### src/rtl/bsu_pkg.sv
package bsu_pkg;
  typedef enum logic [1:0] {
    PC_RR   = 2'd0,
    PC_IMM  = 2'd1,
    PC_LOAD = 2'd2,
    PC_NONE = 2'd3
  } prod_cls_e;

  typedef enum logic [2:0] {
    CC_RR     = 3'd0,
    CC_IMM    = 3'd1,
    CC_LOAD   = 3'd2,
    CC_STORE  = 3'd3,
    CC_BRANCH = 3'd4
  } cons_cls_e;

  // A producer slot can supply data when it writes a real register.
  function automatic logic slot_writes(input logic we, input logic is_zero_dst,
                                       input logic [1:0] cls);
    return we && !is_zero_dst && (cls != PC_NONE);
  endfunction

  // Load data exists only in slots at or beyond the ready depth.
  function automatic logic load_too_young(input logic [1:0] cls, input int slot,
                                          input int ready_idx);
    return (cls == PC_LOAD) && (slot < ready_idx);
  endfunction
endpackage

### src/rtl/bsu_src_match.sv
module bsu_src_match
  import bsu_pkg::*;
#(
  parameter int RW        = 5,
  parameter int SLOT      = 0,
  parameter int READY_IDX = 2
) (
  input  logic [RW-1:0] src_reg,
  input  logic [RW-1:0] dst_reg,
  input  logic          we,
  input  logic [1:0]    cls,
  output logic          hit,
  output logic          early
);
  logic dst_zero;
  logic same_reg;

  assign dst_zero = (dst_reg == '0);
  assign same_reg = (dst_reg == src_reg);
  assign hit      = slot_writes(we, dst_zero, cls) && same_reg;
  assign early    = hit && load_too_young(cls, SLOT, READY_IDX);
endmodule

### src/rtl/bsu_prio_pick.sv
module bsu_prio_pick #(
  parameter int NSRC  = 4,
  parameter int SEL_W = 3
) (
  input  logic [NSRC-1:0]  hit,
  input  logic [NSRC-1:0]  early,
  input  logic             enable,
  output logic [SEL_W-1:0] sel,
  output logic             notready
);
  logic found;

  always_comb begin
    sel      = '0;
    notready = 1'b0;
    found    = 1'b0;
    for (int i = 0; i < NSRC; i++) begin
      if (!found && hit[i]) begin
        found = 1'b1;
        if (early[i]) notready = 1'b1;
        else          sel      = SEL_W'(i + 1);
      end
    end
    if (!enable) begin
      sel      = '0;
      notready = 1'b0;
    end
  end
endmodule

### src/rtl/bypass_select_unit.sv
module bypass_select_unit
  import bsu_pkg::*;
#(
  parameter int RW        = 5,
  parameter int NSRC      = 4,
  parameter int READY_IDX = 2,
  parameter int SEL_W     = $clog2(NSRC + 1)
) (
  input  logic [RW-1:0]      cons_rs1,
  input  logic [RW-1:0]      cons_rs2,
  input  logic [2:0]         cons_class,
  input  logic [NSRC*RW-1:0] prod_dst,
  input  logic [NSRC-1:0]    prod_we,
  input  logic [NSRC*2-1:0]  prod_class,
  output logic [SEL_W-1:0]   sel_a,
  output logic [SEL_W-1:0]   sel_b,
  output logic               notready_a,
  output logic               notready_b
);
  logic [NSRC-1:0] hit_a, hit_b;
  logic [NSRC-1:0] early_a, early_b;
  logic            b_bypass_ok;

  assign b_bypass_ok = (cons_class == CC_RR);

  for (genvar k = 0; k < NSRC; k++) begin : g_slot
    bsu_src_match #(.RW(RW), .SLOT(k), .READY_IDX(READY_IDX)) u_cmp_a (
      .src_reg (cons_rs1),
      .dst_reg (prod_dst[k*RW +: RW]),
      .we      (prod_we[k]),
      .cls     (prod_class[k*2 +: 2]),
      .hit     (hit_a[k]),
      .early   (early_a[k])
    );
    bsu_src_match #(.RW(RW), .SLOT(k), .READY_IDX(READY_IDX)) u_cmp_b (
      .src_reg (cons_rs2),
      .dst_reg (prod_dst[k*RW +: RW]),
      .we      (prod_we[k]),
      .cls     (prod_class[k*2 +: 2]),
      .hit     (hit_b[k]),
      .early   (early_b[k])
    );
  end

  bsu_prio_pick #(.NSRC(NSRC), .SEL_W(SEL_W)) u_pick_a (
    .hit      (hit_a),
    .early    (early_a),
    .enable   (1'b1),
    .sel      (sel_a),
    .notready (notready_a)
  );

  bsu_prio_pick #(.NSRC(NSRC), .SEL_W(SEL_W)) u_pick_b (
    .hit      (hit_b),
    .early    (early_b),
    .enable   (b_bypass_ok),
    .sel      (sel_b),
    .notready (notready_b)
  );
endmodule

### config.mk
export PLATFORM = sky130hd
export DESIGN_NAME = bypass_select_unit
export DESIGN_NICKNAME = d
export VERILOG_FILES = /design/src/rtl/bsu_pkg.sv /design/src/rtl/bsu_src_match.sv /design/src/rtl/bsu_prio_pick.sv /design/src/rtl/bypass_select_unit.sv
export SDC_FILE = /design/constraint.sdc
export NUM_CORES = 1
export LEC_CHECK = 0
export BUFFER_PORTS_ARGS = -buffer_cell sky130_fd_sc_hd__buf_2
export CORE_MARGIN = 2
export CORE_UTILIZATION = 39
export DETAILED_ROUTE_END_ITERATION = 16
export GPL_ROUTABILITY_DRIVEN = 0
export PLACE_DENSITY = 0.92
export RECOVER_POWER = 100
export SETUP_SLACK_MARGIN = 0.4
export SYNTH_ARGS = -nofsm -noshare
export SYNTH_HDL_FRONTEND = slang
export SYNTH_SLANG_ARGS = --single-unit
### constraint.sdc
create_clock -name vclk -period 1.5
set_clock_uncertainty 0.1 [all_clocks]
set_input_delay 0.15 -clock vclk [all_inputs]
set_output_delay 0.15 -clock vclk [all_outputs]
set_load 0.01 [all_outputs]
Word level (Yosys, flattened, before mapping)
Cells that the tools add are included.
W data, S select, Z words.
{"block": "classes", "eq_ne": 14, "reduce_logical": 41, "n_mux": 28}
{"op": "$eq A5 B5 Y1", "n": 8}
{"op": "$mux W3", "n": 9}
{"op": "$logic_and A1 B1 Y1", "n": 26}
{"op": "$logic_not A5 Y1", "n": 4}
{"op": "$mux W1", "n": 19}
{"op": "$logic_not A1 Y1", "n": 10}
{"op": "$ne A2 B2 Y1 const B", "n": 4}
{"op": "$eq A2 B2 Y1 const B", "n": 2}
{"op": "$logic_not A3 Y1", "n": 1}
{"block": "totals", "input_bits": 45, "out_inout_bits": 8, "register_bits": 0, "word_cells": 83}

Longest topological paths before layout
Gate-level depths: netlist (run 1).
{"block": "logic_depth", "word_depth": 16, "ltp_mapped": 6, "mapped_depth_nobuf": 5}

Modules after synthesis
Synthesis (run 1) repeated with hierarchy kept, for this count alone.
{"block": "hier_totals", "cells_unflattened": 140, "hier_area_um2": 967.2}
{"module": "bsu_src_match at g_slot[0].u_cmp_a ...", "n_inst": 4, "cells_per_inst": 14, "seq_area_each_um2": 0.0, "area_each_um2": 100.1}
{"module": "bsu_src_match at g_slot[2].u_cmp_a ...", "n_inst": 4, "cells_per_inst": 13, "seq_area_each_um2": 0.0, "area_each_um2": 83.8}
{"module": "bsu_prio_pick", "n_inst": 2, "cells_per_inst": 15, "seq_area_each_um2": 0.0, "area_each_um2": 108.9}
{"module": "bypass_select_unit", "n_inst": 1, "cells_per_inst": 2, "seq_area_each_um2": 0.0, "area_each_um2": 13.8}

Worst setup path after synthesis (run 1)
OpenSTA, ideal clock, no wires.
{"block": "synth_timing", "path_kind": "input port to output port", "start": "input cons_rs1[1]", "end": "output notready_a", "cell_stages": 5, "required_time_ns": 1.250, "arrival_time_ns": 1.502, "n_path_buf": 1, "path_slack_ns": -0.252, "path_cell_list": "clkbuf_1 > xnor2_1 > nand3_1 > or4_4 > o31ai_1"}
{"block": "synth_via", "elab_chain_cells": 7, "elab_cells_between_ends": 13, "cone_classes": "eq/ne: 2; mux: 5; reduce/logical: 6"}
{"item": "start: declaration", "line_no": "bypass_select_unit.sv:9", "rtl": "input logic [RW-1:0] cons_rs1,"}
{"item": "$eq A5 B5 Y1", "line_no": "bsu_src_match.sv:19", "rtl": "assign same_reg = (dst_reg == src_reg);"}
{"item": "$logic_and A1 B1 Y1", "line_no": "bsu_src_match.sv:20", "rtl": "assign hit = slot_writes(we, dst_zero, cls) && same_reg;"}
{"item": "$logic_and A1 B1 Y1", "line_no": "bsu_src_match.sv:21", "rtl": "assign early = hit && load_too_young(cls, SLOT, READY_IDX);"}
{"item": "$mux W1", "line_no": "bsu_prio_pick.sv:20", "rtl": "if (early[i]) notready = 1'b1;"}
{"item": "$mux W1", "line_no": "bsu_prio_pick.sv:18", "rtl": "if (!found && hit[i]) begin"}
{"item": "$mux W1", "line_no": "bsu_prio_pick.sv:20"}
{"item": "$mux W1 *", "line_no": "bsu_prio_pick.sv:18"}
{"item": "end: declaration", "line_no": "bypass_select_unit.sv:17", "rtl": "output logic notready_a,"}
Every way passes the cells marked *; elsewhere a longest branch is shown, timed or not.

Worst setup path in the final report (run 1)
{"block": "layout_timing", "start": "input prod_dst[13]", "end": "output sel_a[2]"}
{"block": "layout_via", "elab_chain_cells": 10, "elab_cells_between_ends": 12, "cone_classes": "eq/ne: 1; mux: 3; reduce/logical: 8"}
{"item": "start: declaration", "line_no": "bypass_select_unit.sv:12", "rtl": "input logic [NSRC*RW-1:0] prod_dst,"}
{"item": "$logic_not A5 Y1", "line_no": "bsu_src_match.sv:18", "rtl": "assign dst_zero = (dst_reg == '0);"}
{"item": "$logic_not A1 Y1", "line_no": "bsu_pkg.sv:20", "rtl": "return we && !is_zero_dst && (cls != PC_NONE);"}
{"item": "$logic_and A1 B1 Y1 (2 in a row)", "line_no": "bsu_pkg.sv:20"}
{"item": "$logic_and A1 B1 Y1 *", "line_no": "bsu_src_match.sv:20"}
{"item": "$logic_and A1 B1 Y1 *", "line_no": "bsu_prio_pick.sv:18"}
{"item": "$mux W1", "line_no": "bsu_prio_pick.sv:18"}
{"item": "$logic_not A1 Y1", "line_no": "bsu_prio_pick.sv:18"}
{"item": "$logic_and A1 B1 Y1", "line_no": "bsu_prio_pick.sv:18"}
{"item": "$mux W3 *", "line_no": "bsu_prio_pick.sv:18"}
{"item": "end: declaration", "line_no": "bypass_select_unit.sv:15", "rtl": "output logic [SEL_W-1:0] sel_a,"}
Marks and branches as above.

==> results of run 1 <==
[area by class of cell]
| cell class | count | share of cell area [%] |
|---|---|---|
| Multi-Input combinational cell | 92 | 59.5 |
| Timing Repair Buffer | 87 | 38.5 |
| Tap cell | 25 | 2.02 |
[metal layers]
metal	up-vias	track usage (%)	wire (um)
li1	505	-	-
met2	56	58.6	1740
met1	508	30.4	1170
met4	0	7.22	141
met5	-	0	0
met3	16	1.92	169
[worst max-delay path by stage]
stage,endpoint,slack (ns),from,cells after the start
3_5_place_dp,sel_a[0],-0.43,cons_rs1[1],8
2_1_floorplan,sel_b[1],-0.15,prod_dst[4],5
4_1_cts,notready_b,-0.36,prod_dst[5],7
5_1_grt,sel_a[2],-0.46,prod_dst[13],7
3_3_place_gp,sel_b[0],-0.35,prod_dst[4],7
6_report,sel_a[2],-0.41,prod_dst[13],7
[repair_timing]
item	CTS	global route
endpoints found under the setup margin	8	8
pin swaps	5	12
gates resized for setup	22	18
setup buffers	2	1
[synthesized netlist by cell type, types with 2 or more instances]
master    instances
nor4_2            3
xnor2_1          27
nand2_1          12
xor2_1           13
nor3_1            4
or4_1             4
or4_4             2
clkbuf_1          6
o211ai_2          3
nor4_1            2
nand3_1           7
mux2i_1           2
nor2_1            3
[power groups by stage]
stage	Clock (mW)	Combinational [mW]	Sequential, mW
global placement	0	0.323	0
floorplan	0	0.164	0
CTS	0	0.378	0
detailed placement	0	0.341	0
finish	0	0.411	0
global route	0	0.435	0
[cells by family (layout without fill, tap and decap cells)]
logic type / Yosys count / in the layout / synth area share [%]
multiplexers: 2 / 2 / 2.77
AND/OR/NAND/NOR: 42 / 42 / 34.8
AO/OA/AOI/OAI: 8 / 8 / 10.7
XOR/XNOR: 40 / 40 / 48.5
buffers and inverters: 6 / 87 / 3.12
[cell usage in the layout (no fill, tap or decap), types with 3 or more instances in the layout]
| master | count |
|---|---|
| nor4_4 | 4 |
| nand3_1 | 6 |
| o211ai_4 | 3 |
| buf_4 | 33 |
| nor2_1 | 3 |
| buf_6 | 11 |
| nand2_1 | 9 |
| xnor2_2 | 5 |
| xor2_1 | 11 |
| or4_4 | 5 |
| buf_2 | 42 |
| xnor2_1 | 22 |
[through the flow]
stage / worst slack (ns) / power, mW
2_1_floorplan: -0.147 / 0.164
3_3_place_gp: -0.350 / 0.323
3_5_place_dp: -0.429 / 0.341
4_1_cts: -0.362 / 0.378
5_1_grt: -0.457 / 0.435
6_report: -0.412 / 0.411
==> results.py, run 1 <==
metrics = {
    "cells_and_area": {
        "finalInstanceArea_sq_mm": 0.00155,
        "regArea_sq_um": 0,
        "utilization_pct": 89.7,
        "final-instance-count-excl-fill": 204,
        "fillers": 83,
        "seq_cells": 0,
        "areaGrowthSynthToFinish_pct": 115,
        "n_antenna_cell": 0,
        "nNetsFinal": 226,
        "multiInputGateArea_sq_um": 921,
        "clock_buffers": 0,
        "drive_gt1_share_pct": 66.5,
    },
    "setup_path": {
        "path_delay_family": "simple AND/OR/NAND/NOR gates",
        "cp_num_buf_inv": 2,
        "crit_top_cell": "nor4_4",
        "cp_max_fo": 3,
        "cp-start-kind": "input pin",
        "arrival_ns": 1.66,
        "crit_path_end_kind": "primary output",
        "max_stage_delay_ns": 0.52,
        "crit_slowest_cell": "or4_4",
        "required_ns": 1.25,
        "worstSetupPathType": "input pin to primary output",
        "path_cells": "buf_4 -> or4_4 -> o211ai_4 -> nor4_4 -> nand2b_4 -> nor4_4 -> buf_2",
    },
    "global_routing": {
        "antenna_found_initial": 0,
        "grt_pass1_wl_um": 4460,
        "grt_pass1_vias": 1046,
        "grt_max_degree": 6,
        "overflow": 0,
        "grtUsageTotal_pct": 28.5,
    },
    "synthesis": {
        "synthCells": 98,
        "yosysTopAreaCellShare_pct": 32.8,
        "yosysSeqAreaShare_pct": 0,
        "synth.avg_cell_area_sq_um": 7.37,
        "synth_nets": 143,
        "yosysWarningCount": 0,
        "yosys.area.top_type": "xnor2_1",
        "synthTopCellsByArea": "xnor2_1 (33%), xor2_1 (16%), nand2_1 (6.2%)",
        "yosysUniqueCellTypes": 23,
        "synth_area_sq_um": 722,
    },
    "floorplan": {
        "coreArea_sq_mm": 0.00173,
        "die_y_um": 47.0,
        "start_util_pct": 41.8,
        "die_x_um": 47.0,
        "rows": 15,
        "die_area_sq_mm": 0.00221,
        "ioPinCount": 53,
    },
    "power": {
        "power.density_mw_per_mm2": 265,
        "p_leak_nw": 0.677,
        "internal_power_uw": 221,
        "seqPwrFrac_pct": 0,
        "p_switching_uw": 190,
        "netSwitchingFraction_pct": 46.2,
        "peakVddDrop_mv": 0.201,
        "clockPowerShare_pct": 0,
        "combPwrFrac_pct": 100.0,
    },
    "route": {
        "drc_errors": 0,
        "final_antenna_net_count": 0,
        "via_per_inst": 5.32,
        "wl_per_cell_um": 15.8,
        "vias": 1085,
        "wl_um": 3230,
        "drt_iter0_markers": 19,
        "drtPass1Iterations": 4,
    },
    "timing": {
        "relSlewSlack_pct": 62.0,
        "drv_slew": 0,
        "fin_crit_ns": 1.91,
        "worstMarginPinSlew_ns": 0.566,
        "rsz0062_at_grt": "true",
        "setup_violations": 8,
        "setup_tns_ns": -2.95,
        "fin_crit_sh_pct": 127,
        "timing.fmax_mhz": 523,
        "hold_ws_ns": 0.681,
        "timing.final.hold_violations": 0,
        "setup_slack_ns": -0.412,
    },
    "placement": {
        "hpwl_um": 2510,
        "placed_cells": 201,
        "placed_cell_area_sq_mm": 0.00132,
        "numPortBuffers": 53,
    },
    "min_path": {
        "whs_path_depth": 4,
        "hold_class": "input pin to primary output",
        "hold_path_end": "sel_a[0]",
        "min_from": "prod_class[0]",
    },
    "run": {
        "cap_violations": 0,
    },
    "outcome": {
        "violations": "setup timing",
        "status": "finished, violations left",
    },
    "clock_network": {
        "postCtsHoldBufs": 0,
    },
}
Power figures use the tool's default switching activity.
==> inputs of run 2 (changes only) <==
--- a/config.mk
+++ b/config.mk
@@ -6,8 +6,9 @@
 export NUM_CORES = 1
 export LEC_CHECK = 0
 export BUFFER_PORTS_ARGS = -buffer_cell sky130_fd_sc_hd__buf_2
+export CORE_ASPECT_RATIO = 0.6
 export CORE_MARGIN = 2
-export CORE_UTILIZATION = 39
+export CORE_UTILIZATION = 43
 export DETAILED_ROUTE_END_ITERATION = 16
 export GPL_ROUTABILITY_DRIVEN = 0
 export PLACE_DENSITY = 0.92
@@ -15,4 +16,5 @@
 export SETUP_SLACK_MARGIN = 0.4
 export SYNTH_ARGS = -nofsm -noshare
 export SYNTH_HDL_FRONTEND = slang
+export SYNTH_HIERARCHICAL = 1
 export SYNTH_SLANG_ARGS = --single-unit
==> run 2 against run 1 <==
Against the previous run: critical path type unchanged; sequential share of layout area unchanged; fmax shrank 19%; utilization fell by 6.9 points; worst hold slack worse by 0.089 ns; the run still ends with setup timing left; first-iteration DRC count increased to 4.0 times the previous value; die area rose by 20%; critical endpoint is now sel_a[1]; global-route usage increased by 5.1 points.
==> results.py, run 2 <==
metrics = {
    "global_routing": {
        "overflow": 0,
        "grt_pass1_wl_um": 6530,
        "grtUsageTotal_pct": 33.6,
        "grt_pass1_vias": 1467,
        "antenna_found_initial": 0,
        "grt_max_degree": 7,
    },
    "route": {
        "drc_errors": 0,
        "drtPass1Iterations": 4,
        "wl_um": 4880,
        "drt_iter0_markers": 76,
        "via_per_inst": 6.06,
        "wl_per_cell_um": 18.8,
        "vias": 1569,
        "final_antenna_net_count": 0,
    },
    "synthesis": {
        "yosysTopAreaCellShare_pct": 32.6,
        "yosysWarningCount": 6,
        "synth.avg_cell_area_sq_um": 6.91,
        "synthCells": 140,
        "yosysMostFrequentCell": "xnor2_1",
        "synthTopCellsByCount": "xnor2_1 (36), nand2_1 (16), nor3_1 (10)",
        "yosys.area.top_type": "xnor2_1",
        "synthTopCellsByArea": "xnor2_1 (33%), nand2_1 (6.2%), nand4_1 (5.2%)",
        "yosysSeqAreaShare_pct": 0,
        "synth_area_sq_um": 967,
        "yosysUniqueCellTypes": 26,
    },
    "run": {
        "cap_violations": 0,
    },
    "timing": {
        "timing.final.hold_violations": 0,
        "worstMarginPinSlew_ns": 0.566,
        "timing.fmax_mhz": 421,
        "relSlewSlack_pct": 61.8,
        "setup_violations": 8,
        "setup_slack_ns": -0.874,
        "hold_ws_ns": 0.592,
        "rsz0062_at_grt": "true",
        "drv_slew": 0,
        "fin_crit_ns": 2.37,
        "fin_crit_sh_pct": 158,
    },
    "floorplan": {
        "start_util_pct": 45.0,
        "die_x_um": 65.2,
        "die_area_sq_mm": 0.00266,
        "ioPinCount": 53,
        "rows": 13,
        "coreArea_sq_mm": 0.00215,
        "die_y_um": 40.7,
    },
    "min_path": {
        "hold_class": "input pin to primary output",
    },
    "clock_network": {
        "postCtsHoldBufs": 0,
    },
    "setup_path": {
        "cp-start-kind": "input pin",
        "cp_max_fo": 4,
        "arrival_ns": 2.12,
        "required_ns": 1.25,
        "worstSetupPathType": "input pin to primary output",
        "crit_path_end_kind": "primary output",
    },
    "cells_and_area": {
        "final_cell_mix": "buf_2 (48), buf_4 (34), xnor2_1 (31)",
        "nNetsFinal": 276,
        "regArea_sq_um": 0,
        "clock_buffers": 0,
        "areaGrowthSynthToFinish_pct": 83.8,
        "fillers": 124,
        "drive_gt1_share_pct": 55.0,
        "utilization_pct": 82.8,
        "n_antenna_cell": 0,
        "seq_cells": 0,
        "final-instance-count-excl-fill": 259,
        "mostFrequentLayoutCell": "buf_2",
    },
    "outcome": {
        "status": "finished, violations left",
        "violations": "setup timing",
    },
    "placement": {
        "hpwl_um": 3220,
        "numPortBuffers": 53,
        "placed_cells": 253,
    },
    "power": {
        "power.density_mw_per_mm2": 255,
        "peakVddDrop_mv": 0.152,
        "p_leak_nw": 0.755,
    },
}
run 2: metal layers:
| layer | global-route usage (%) | up-vias | share of wire, % |
|---|---|---|---|
| met5 | 0 | - | 0 |
| met4 | 28.6 | 0 | 8.6 |
| met3 | 3.30 | 51 | 7.0 |
| met2 | 62.5 | 126 | 47 |
| met1 | 37.2 | 702 | 37 |
| li1 | - | 690 | - |
run 2: layout make-up:
| cell class | count | area, sq um | area share (%) |
|---|---|---|---|
| Inverter | 2 | 7.51 | 0.422 |
| Timing Repair Buffer | 90 | 598 | 33.6 |
| Multi-Input combinational cell | 137 | 1130 | 63.8 |
| Tap cell | 30 | 37.5 | 2.11 |
run 2: kinds of logic after synthesis:
group / count (synthesis) / share of synthesized area, %
and+or+nand+nor: 71 / 44.8
xor gates and xnor gates: 36 / 32.6
AOI/OAI and AO/OA: 22 / 16.8
buffers and inverters: 6 / 3.88
other: 5 / 1.94
run 2: power by group:
part / internal [mW] / switching [mW] / total [mW] / leakage (nW)
clock: 0 / 0 / 0 / 0
combinational: 0.223 / 0.231 / 0.454 / 0.755
sequential: 0 / 0 / 0 / 0
total: 0.223 / 0.231 / 0.454 / 0.755
run 2: per-stage QoR:
stage          worst slack, ns  total power, mW  cell area (sq um)  TNS, ns
3_3_place_gp            -0.632            0.356               1560    -4.53
6_report                -0.874            0.454               1780    -5.74
5_1_grt                 -0.867            0.480               1780    -5.90
4_1_cts                 -0.701            0.387               1640    -4.90
2_1_floorplan           -0.390            0.172               1040    -2.39
3_5_place_dp            -0.707            0.373               1560    -5.03
run 2: worst max-delay path, cell delays in order:
cell and delay, ns:
buf_2 0.14, o41ai_1 0.59, a211oi_2 0.22, or4b_4 0.63
o21ai_4 0.17, nor3_2 0.06, buf_2 0.15
run 2: repair_timing:
action,4_1_cts,5_1_grt
endpoints found under the hold margin,0,0
endpoints found under the setup margin,8,8
gates resized for setup,10,22
setup buffers,2,4
pin swaps,7,21
run 2: worst paths after layout:
kind,from,endpoint,slack (ns),depth (start not counted)
setup / recovery,prod_dst[10],sel_a[1],-0.87,7
hold / removal,cons_class[1],sel_b[0],0.59,5
